## src/rtl/uv_pkg.sv

```systemverilog
// Package: shared types and code decoders for the undervoltage sequencer.
// Assumes the configuration byte layout {mode[1:0], retry[2:0], tcode[2:0]}.
package uv_pkg;

    typedef enum logic [1:0] {
        MODE_IGNORE    = 2'b00,
        MODE_DELAYED   = 2'b01,
        MODE_IMMEDIATE = 2'b10,
        MODE_BAD       = 2'b11
    } uv_mode_e;

    typedef enum logic [1:0] {
        ST_OFF,
        ST_RUN,
        ST_HICCUP,
        ST_LATCH
    } uv_state_e;

    typedef struct packed {
        uv_mode_e   mode;
        logic [2:0] retry;
        logic [2:0] tcode;
    } uv_cfg_t;

    localparam logic [7:0] CFG_RESET     = 8'h80;
    localparam logic [2:0] RETRY_FOREVER = 3'd7;

    // Delay length in ticks for a timing code: 1, 3 or 7.
    function automatic logic [2:0] delay_ticks(input logic [2:0] code);
        if (code <= 3'd1)      return 3'd1;
        else if (code <= 3'd4) return 3'd3;
        else                   return 3'd7;
    endfunction

    // Hiccup multiplier of the rise time: codes 0 and 1 both give 1.
    function automatic logic [2:0] hiccup_mult(input logic [2:0] code);
        return (code == 3'd0) ? 3'd1 : code;
    endfunction

endpackage

```

## src/rtl/uv_cfg_reg.sv

```systemverilog
// Configuration register: stores the host byte, rejects the unsupported
// mode encoding and flags the rejection. Assumes single-cycle write strobes.
module uv_cfg_reg
    import uv_pkg::*;
(
    input  logic       clk,
    input  logic       rst_n,
    input  logic       wr,
    input  logic [7:0] wdata,
    output logic [7:0] rdata,
    output uv_cfg_t    cfg,
    output logic       invalid
);

    logic [7:0] store_q;
    logic       bad_q;
    logic       wr_bad;

    // Decode whether the incoming byte uses the unsupported mode.
    always_comb begin
        wr_bad = (wdata[7:6] == MODE_BAD);
    end

    // Store valid writes and keep the rejection flag.
    always_ff @(posedge clk) begin
        if (!rst_n) begin
            store_q <= CFG_RESET;
            bad_q   <= 1'b0;
        end else if (wr) begin
            bad_q <= wr_bad;
            if (!wr_bad) begin
                store_q <= wdata;
            end
        end
    end

    assign rdata   = store_q;
    assign cfg     = uv_cfg_t'(store_q);
    assign invalid = bad_q;

endmodule

```

## src/rtl/uv_tick_counter.sv

```systemverilog
// Shared tick counter: used as the delay counter while running and as the
// hiccup counter while off. Saturates at all ones; clear wins over count.
module uv_tick_counter #(
    parameter int W = 8
) (
    input  logic         clk,
    input  logic         rst_n,
    input  logic         clr,
    input  logic         inc,
    output logic [W-1:0] count
);

    localparam logic [W-1:0] CNT_MAX = '1;

    logic [W-1:0] cnt_q;

    // Clear, or advance one step without wrapping.
    always_ff @(posedge clk) begin
        if (!rst_n) begin
            cnt_q <= '0;
        end else if (clr) begin
            cnt_q <= '0;
        end else if (inc && (cnt_q != CNT_MAX)) begin
            cnt_q <= cnt_q + 1'b1;
        end
    end

    assign count = cnt_q;

endmodule

```

## src/rtl/uv_seq_fsm.sv

```systemverilog
// Sequencer state machine: runs the stage, applies the fault reaction,
// waits out hiccup periods, tracks restart attempts and latches off.
// Assumes the counter it drives is cleared on every state change.
module uv_seq_fsm
    import uv_pkg::*;
#(
    parameter int RISE_W = 16,
    parameter int CNT_W  = RISE_W + 3
) (
    input  logic              clk,
    input  logic              rst_n,
    input  uv_cfg_t           cfg,
    input  logic              tick,
    input  logic              fault,
    input  logic              ss_done,
    input  logic              en_cmd,
    input  logic [RISE_W-1:0] rise_ticks,
    input  logic [CNT_W-1:0]  count,
    output logic              cnt_clr,
    output logic              cnt_inc,
    output logic              stage_en,
    output logic              latched
);

    localparam int CMP_W = CNT_W + 1;

    uv_state_e       state_q, state_d;
    logic [2:0]      tries_q, tries_d;
    logic [CMP_W-1:0] count_next;
    logic [CMP_W-1:0] delay_lim;
    logic [CMP_W-1:0] hiccup_lim;
    logic            delay_done;
    logic            hiccup_done;
    logic            shut_req;
    logic            give_up;
    logic            success;

    // Compare limits for the delay and hiccup windows.
    always_comb begin
        count_next  = {1'b0, count} + 1'b1;
        delay_lim   = CMP_W'(delay_ticks(cfg.tcode));
        hiccup_lim  = CMP_W'(rise_ticks) * CMP_W'(hiccup_mult(cfg.tcode));
        delay_done  = tick && (count_next >= delay_lim);
        hiccup_done = tick && (count_next >= hiccup_lim);
    end

    // Decide whether a shutdown is due and whether retries are spent.
    always_comb begin
        unique case (cfg.mode)
            MODE_IMMEDIATE: shut_req = fault;
            MODE_DELAYED:   shut_req = fault && delay_done;
            default:        shut_req = 1'b0;
        endcase
        give_up = (cfg.retry == 3'd0) ||
                  ((cfg.retry != RETRY_FOREVER) && (tries_q >= cfg.retry));
        success = ss_done && !fault;
    end

    // Next-state and attempt-count logic.
    always_comb begin
        state_d = state_q;
        tries_d = tries_q;
        unique case (state_q)
            ST_OFF: begin
                tries_d = 3'd0;
                if (en_cmd) state_d = ST_RUN;
            end
            ST_RUN: begin
                if (!en_cmd) begin
                    state_d = ST_OFF;
                end else if (shut_req) begin
                    if (give_up) begin
                        state_d = ST_LATCH;
                    end else begin
                        state_d = ST_HICCUP;
                        if (cfg.retry != RETRY_FOREVER) tries_d = tries_q + 3'd1;
                    end
                end else if (success) begin
                    tries_d = 3'd0;
                end
            end
            ST_HICCUP: begin
                if (!en_cmd)          state_d = ST_OFF;
                else if (hiccup_done) state_d = ST_RUN;
            end
            default: begin
                if (!en_cmd) state_d = ST_OFF;
            end
        endcase
    end

    // Counter control: count delay ticks under fault, or hiccup ticks.
    always_comb begin
        cnt_inc = tick && (((state_q == ST_RUN) && fault && (cfg.mode == MODE_DELAYED)) ||
                           (state_q == ST_HICCUP));
        cnt_clr = (state_d != state_q) || ((state_q == ST_RUN) && !fault);
    end

    // State and attempt registers.
    always_ff @(posedge clk) begin
        if (!rst_n) begin
            state_q <= ST_OFF;
            tries_q <= 3'd0;
        end else begin
            state_q <= state_d;
            tries_q <= tries_d;
        end
    end

    assign stage_en = (state_q == ST_RUN);
    assign latched  = (state_q == ST_LATCH);

endmodule

```

## src/rtl/uv_fault_seq.sv

```systemverilog
// Top level: configuration register, shared tick counter and sequencer.
// Assumes pwm_tick is a one-cycle pulse and all inputs are synchronous.
module uv_fault_seq
    import uv_pkg::*;
#(
    parameter int RISE_W = 16
) (
    input  logic              clk,
    input  logic              rst_n,
    input  logic              cfg_wr,
    input  logic [7:0]        cfg_wdata,
    output logic [7:0]        cfg_rdata,
    input  logic              pwm_tick,
    input  logic              uv_fault,
    input  logic              ss_done,
    input  logic              en_cmd,
    input  logic [RISE_W-1:0] rise_ticks,
    output logic              stage_en,
    output logic              latched,
    output logic              invalid_flag
);

    localparam int CNT_W = RISE_W + 3;

    uv_cfg_t          cfg;
    logic             cnt_clr;
    logic             cnt_inc;
    logic [CNT_W-1:0] count;

    uv_cfg_reg u_cfg (
        .clk     (clk),
        .rst_n   (rst_n),
        .wr      (cfg_wr),
        .wdata   (cfg_wdata),
        .rdata   (cfg_rdata),
        .cfg     (cfg),
        .invalid (invalid_flag)
    );

    uv_tick_counter #(.W(CNT_W)) u_cnt (
        .clk   (clk),
        .rst_n (rst_n),
        .clr   (cnt_clr),
        .inc   (cnt_inc),
        .count (count)
    );

    uv_seq_fsm #(.RISE_W(RISE_W), .CNT_W(CNT_W)) u_fsm (
        .clk        (clk),
        .rst_n      (rst_n),
        .cfg        (cfg),
        .tick       (pwm_tick),
        .fault      (uv_fault),
        .ss_done    (ss_done),
        .en_cmd     (en_cmd),
        .rise_ticks (rise_ticks),
        .count      (count),
        .cnt_clr    (cnt_clr),
        .cnt_inc    (cnt_inc),
        .stage_en   (stage_en),
        .latched    (latched)
    );

endmodule

```

## config.mk

```make
export PLATFORM = sky130hd
export DESIGN_NAME = uv_fault_seq
export DESIGN_NICKNAME = d
export VERILOG_FILES = /design/src/rtl/uv_pkg.sv /design/src/rtl/uv_cfg_reg.sv /design/src/rtl/uv_tick_counter.sv /design/src/rtl/uv_seq_fsm.sv /design/src/rtl/uv_fault_seq.sv
export SDC_FILE = /design/constraint.sdc
export NUM_CORES = 1
export LEC_CHECK = 0
export BUFFER_PORTS_ARGS = -buffer_cell sky130_fd_sc_hd__clkbuf_2
export CORE_MARGIN = 2
export CORE_UTILIZATION = 56
export DETAILED_ROUTE_END_ITERATION = 10
export PLACE_DENSITY_LB_ADDON = 0.08
export REMOVE_ABC_BUFFERS = 1
export SLEW_MARGIN = 5
export SYNTH_ARGS = -nofsm -noshare
export SYNTH_HDL_FRONTEND = slang
export SYNTH_SLANG_ARGS = --single-unit
```

## constraint.sdc

```tcl
create_clock -name clk -period 7.7 [get_ports clk]
set_input_delay 0.385 -clock clk [delete_from_list [all_inputs] [get_ports clk]]
set_output_delay 0.385 -clock clk [all_outputs]
set_load 0.02 [all_outputs]
```

==> summary.md <==
| Metric | Value |
|---|---|
| Outcome | `complete, no violations` |
| Vias in the first global route | `between 3k and 4k` |
| Reg clk slew, reported paths | `0.08 ns` |
| Fin util | `between 60 and 70%` |
| Place WS | `~1.5 ns` |
| Synth Area in Adders | `approximately a fifth` |
| Final setup viols | `0` |
| Final wirelength | `between 8 and 9 mm` |
| Detailed-route via count | `about 3.6k` |
| Fin worst setup slack | `approximately 1.6 ns` |
| Slowest CP cell | `o21bai_1` |
| Via density | `about 5.6` |
| Inserted Clock Buffers | `5` |
| Worst path max stage delay | `roughly 0.9 ns` |
| Hold WS | `between 0.3 and 0.4 ns` |
| Port Buf Inserts | `41` |
| Met1 Wirelength | `4.62 mm` |
| Met2 WL | `about 4.0 mm` |
| Setup TNS | `0 ns` |
| Met3 WL | `slightly below 300 µm` |
| Max cap viols | `0` |
| CP startpoint kind | `register` |
| Largest family of logic cells by synthesized area | `simple AND/OR/NAND/NOR gates` |
| Compound-Gate Fraction of Synth Area | `around 16%` |
| Hold_buf cts | `0` |
| Worst Setup End Kind | `register` |
| Cell Rows | `31` |
| Cells after Synth | `around 520` |
| Crit path cell chain | `o21bai_1 > nand2_1 > fa_1 > inv_1 > ha_1 > a21oi_1 > o21ai_1 > o41a_1 > a211o_1 > o2111a_1 > o21a_1 > o2111a_1 > a211oi_1 > ha_1 > a21o_1 > a21oi_1 > o21ai_1 > a221oi_1 > o21a_1 > o22ai_2 > nor4bb_1` |
| Ant. Diodes | `0` |
| Max Freq | `roughly 160 MHz` |
| DRT Pass-1 Iters | `4` |
| Number of synthesized flops with an enable pin | `0` |
| Maximum root-to-sink buffer count | `2` |
| Drt drc | `0` |
| Net count, final | `~640` |
| Initial Util | `between 50% and 60%` |
| Gpl congestion | `about 0.83` |
| Worst EP arrival | `around 6.3 ns` |
| Post-synthesis mux area share | `under 10%` |
| H-tree depth | `2` |
| Post-synthesis sequential area ratio | `15.5%` |
| Top layer in use | `met4` |
| Initial antenna violation count | `0` |
| Core Footprint | `roughly 7300 µm²` |
| I/O pin count | `42` |
| Die H | `between 90 and 100 µm` |
| Syn Area/Cell | `between 8 and 9 µm²` |
| Final cell count without fillers | `644` |
| DR WL/cell | `between 10 and 15 µm` |
| Global-route wire length before repair | `between 15 and 20 mm` |
| Critical path class | `register to register` |
| Fin. Hold Viols | `0` |
| Die width | `between 90 and 100 µm` |
| Worst-path maximum fanout | `21` |
| Starting DRC count in detailed routing | `about 170` |
| Pwr dens | `~110 nW/µm²` |
| Final Max Tran Viols | `0` |
| Post-CTS setup repair buffer count | `0` |
| Global route overflow | `0` |
| Filler cells | `just under 700` |
| Post-layout min period | `between 6 and 7 ns` |
| Fin crit share | `~80%` |
| Hpwl dp | `between 7 and 8 mm` |
| Synthesis-to-finish area growth | `7.32%` |
| Clock sink count | `33` |
| WP data required | `roughly 7.9 ns` |
| Clk_lat worst skew | `0.30 ns` |
| Largest net degree at the start of global routing | `36` |
| Post-Syn Area | `around 4300 µm²` |
| CTS root buf | `clkbuf_8` |
| Number of distinct library cells after synthesis | `69` |
| Most common flop cell mapped by yosys | `dfxtp_1` |
| Maximum VDD drop | `0.0716 mV` |
| Reg2reg setup slack | `~1.6 ns` |
| Post-Synth XOR/XNOR Area | `under 10%` |
| Layout cells sized above 1 | `13.6%` |
| Post-route ant nets | `0` |
| TritonCTS clock tree | `yes` |
| Clock skew | `between 0.007 and 0.008 ns` |
| Post_cts resized | `0` |
| Yosys reg bits | `33` |
| Synth warnings | `0` |
| Least-Margin Pin Slew | `approximately 1.0 ns` |
| Unrepaired setup endpoints after global routing | `no` |
| Leak | `~0.0023 µW` |
| Slew HR | `31.9%` |
| Overall Global Routing Usage | `23.1%` |
| Ys async rst share | `0%` |
| Synth Area in Simple Gates | `29.8%` |
| Worst hold path type | `input pin to register` |
| Die ar. | `slightly above 8000 µm²` |
| # placed instances | `636` |
## state kept, by name, indices dropped and copies added (netlist names)
register / cells
u_fsm.tries_q: 3
u_cfg.invalid: 1
u_fsm.state_q: 2
u_cnt.count: 19
u_cfg.cfg: 8
## placed cells by master, fill, tap and decap left out, types with 4 or more instances in the layout
master,Yosys,routed
a31oi_1,7,7
nor3_1,9,9
nand2b_1,6,6
and2_1,14,14
o21a_1,5,5
or3_1,4,4
nand4_1,9,9
nand2_1,63,63
inv_1,44,44
nand3_1,12,12
a21oi_1,19,19
fa_1,15,15
dfxtp_1,33,33
nor2b_1,8,8
nor2_1,32,32
a21o_1,15,15
and4b_1,14,14
o21ai_0,11,11
and3_1,13,13
xor2_1,21,21
o211ai_1,4,4
ha_1,45,45
xnor2_1,26,26
mux2i_1,7,7
clkbuf_8,0,5
clkbuf_2,0,41
## cell usage after synthesis (all sizes together) (3+ instances only)
cell type / instances / area share (%)
a211oi: 3 / 0.53
a21o: 15 / 2.6
a21oi: 20 / 2.4
a31oi: 7 / 1.0
and2: 14 / 2.1
and3: 13 / 1.9
and4: 3 / 0.62
and4b: 14 / 3.3
buf: 13 / 2.1
clkbuf: 12 / 1.1
dfxtp: 33 / 16
fa: 15 / 7.1
ha: 45 / 13
inv: 44 / 3.9
mux2i: 8 / 2.0
nand2: 64 / 5.7
nand2b: 6 / 0.88
nand3: 13 / 1.6
nand4: 13 / 3.1
nor2: 32 / 2.8
nor2b: 8 / 1.2
nor3: 11 / 1.5
nor4: 5 / 1.6
o211ai: 5 / 1.0
o21a: 5 / 0.88
o21ai: 16 / 2.1
o21bai: 3 / 0.53
or3: 4 / 0.59
xnor2: 26 / 5.4
xor2: 21 / 4.3
## cell type report
cell class / instances / area, µm² / area share, %
well taps: 99 / 124 / 2.71
flip-flops and latches: 33 / 661 / 14.5
clock inverters: 3 / 46.3 / 1.01
repair buffers: 41 / 205 / 4.49
multi-input cells: 419 / 3300 / 72.2
clock buffers: 5 / 68.8 / 1.51
inverters: 44 / 165 / 3.62
## critical path, delay by kind of cell, from the launching register on
| family | cells | cell delay [ns] |
|---|---|---|
| AOI/OAI and AO/OA | 15 | 3.85 |
| adders and majority gates | 3 | 1.09 |
| buffers and inverters | 1 | 0.07 |
| DFF | 1 | 0.53 |
| and+or+nand+nor | 2 | 0.49 |
## cell families after synthesis
group                    count (synthesis)
AO/OA/AOI/OAI                           92
XOR/XNOR                                47
adder cells (fa/ha/maj)                 60
buffers and inverters                   69
flip-flops                              33
multiplexers                             8
AND/OR/NAND/NOR                        212
## where the power goes
part | switching (µW) | internal, µW
Sequential | 6.02 | 174
Combinational | 93.2 | 69.6
Clock | 75.2 | 96.9
## per-layer routing
metal / GRT usage [%] / vias up
met1: 32.8 / 1658
met4: 6.19 / 0
met5: 0 / -
met3: 3.07 / 7
met2: 36.7 / 68
li1: - / 1868
## path summary, 6_finish.rpt
kind | startpoint | end | cells past startpoint
worst max-delay path | u_cfg.cfg[2] | u_cnt.count[1] | 21
worst min-delay path | cfg_wdata[5] | u_cfg.cfg[5] | 3
worst max register to register | u_cfg.cfg[2] | u_cnt.count[1] | 21
worst min register to register | u_fsm.state_q[0] | u_fsm.state_q[1] | 2
## metrics by stage
stage	cell area (µm²)	power, µW
floorplan	4120	302
global placement	4450	342
detailed placement	4450	345
CTS	4570	519
global route	4570	549
finish	4570	515
Power figures use the tool's default switching activity.
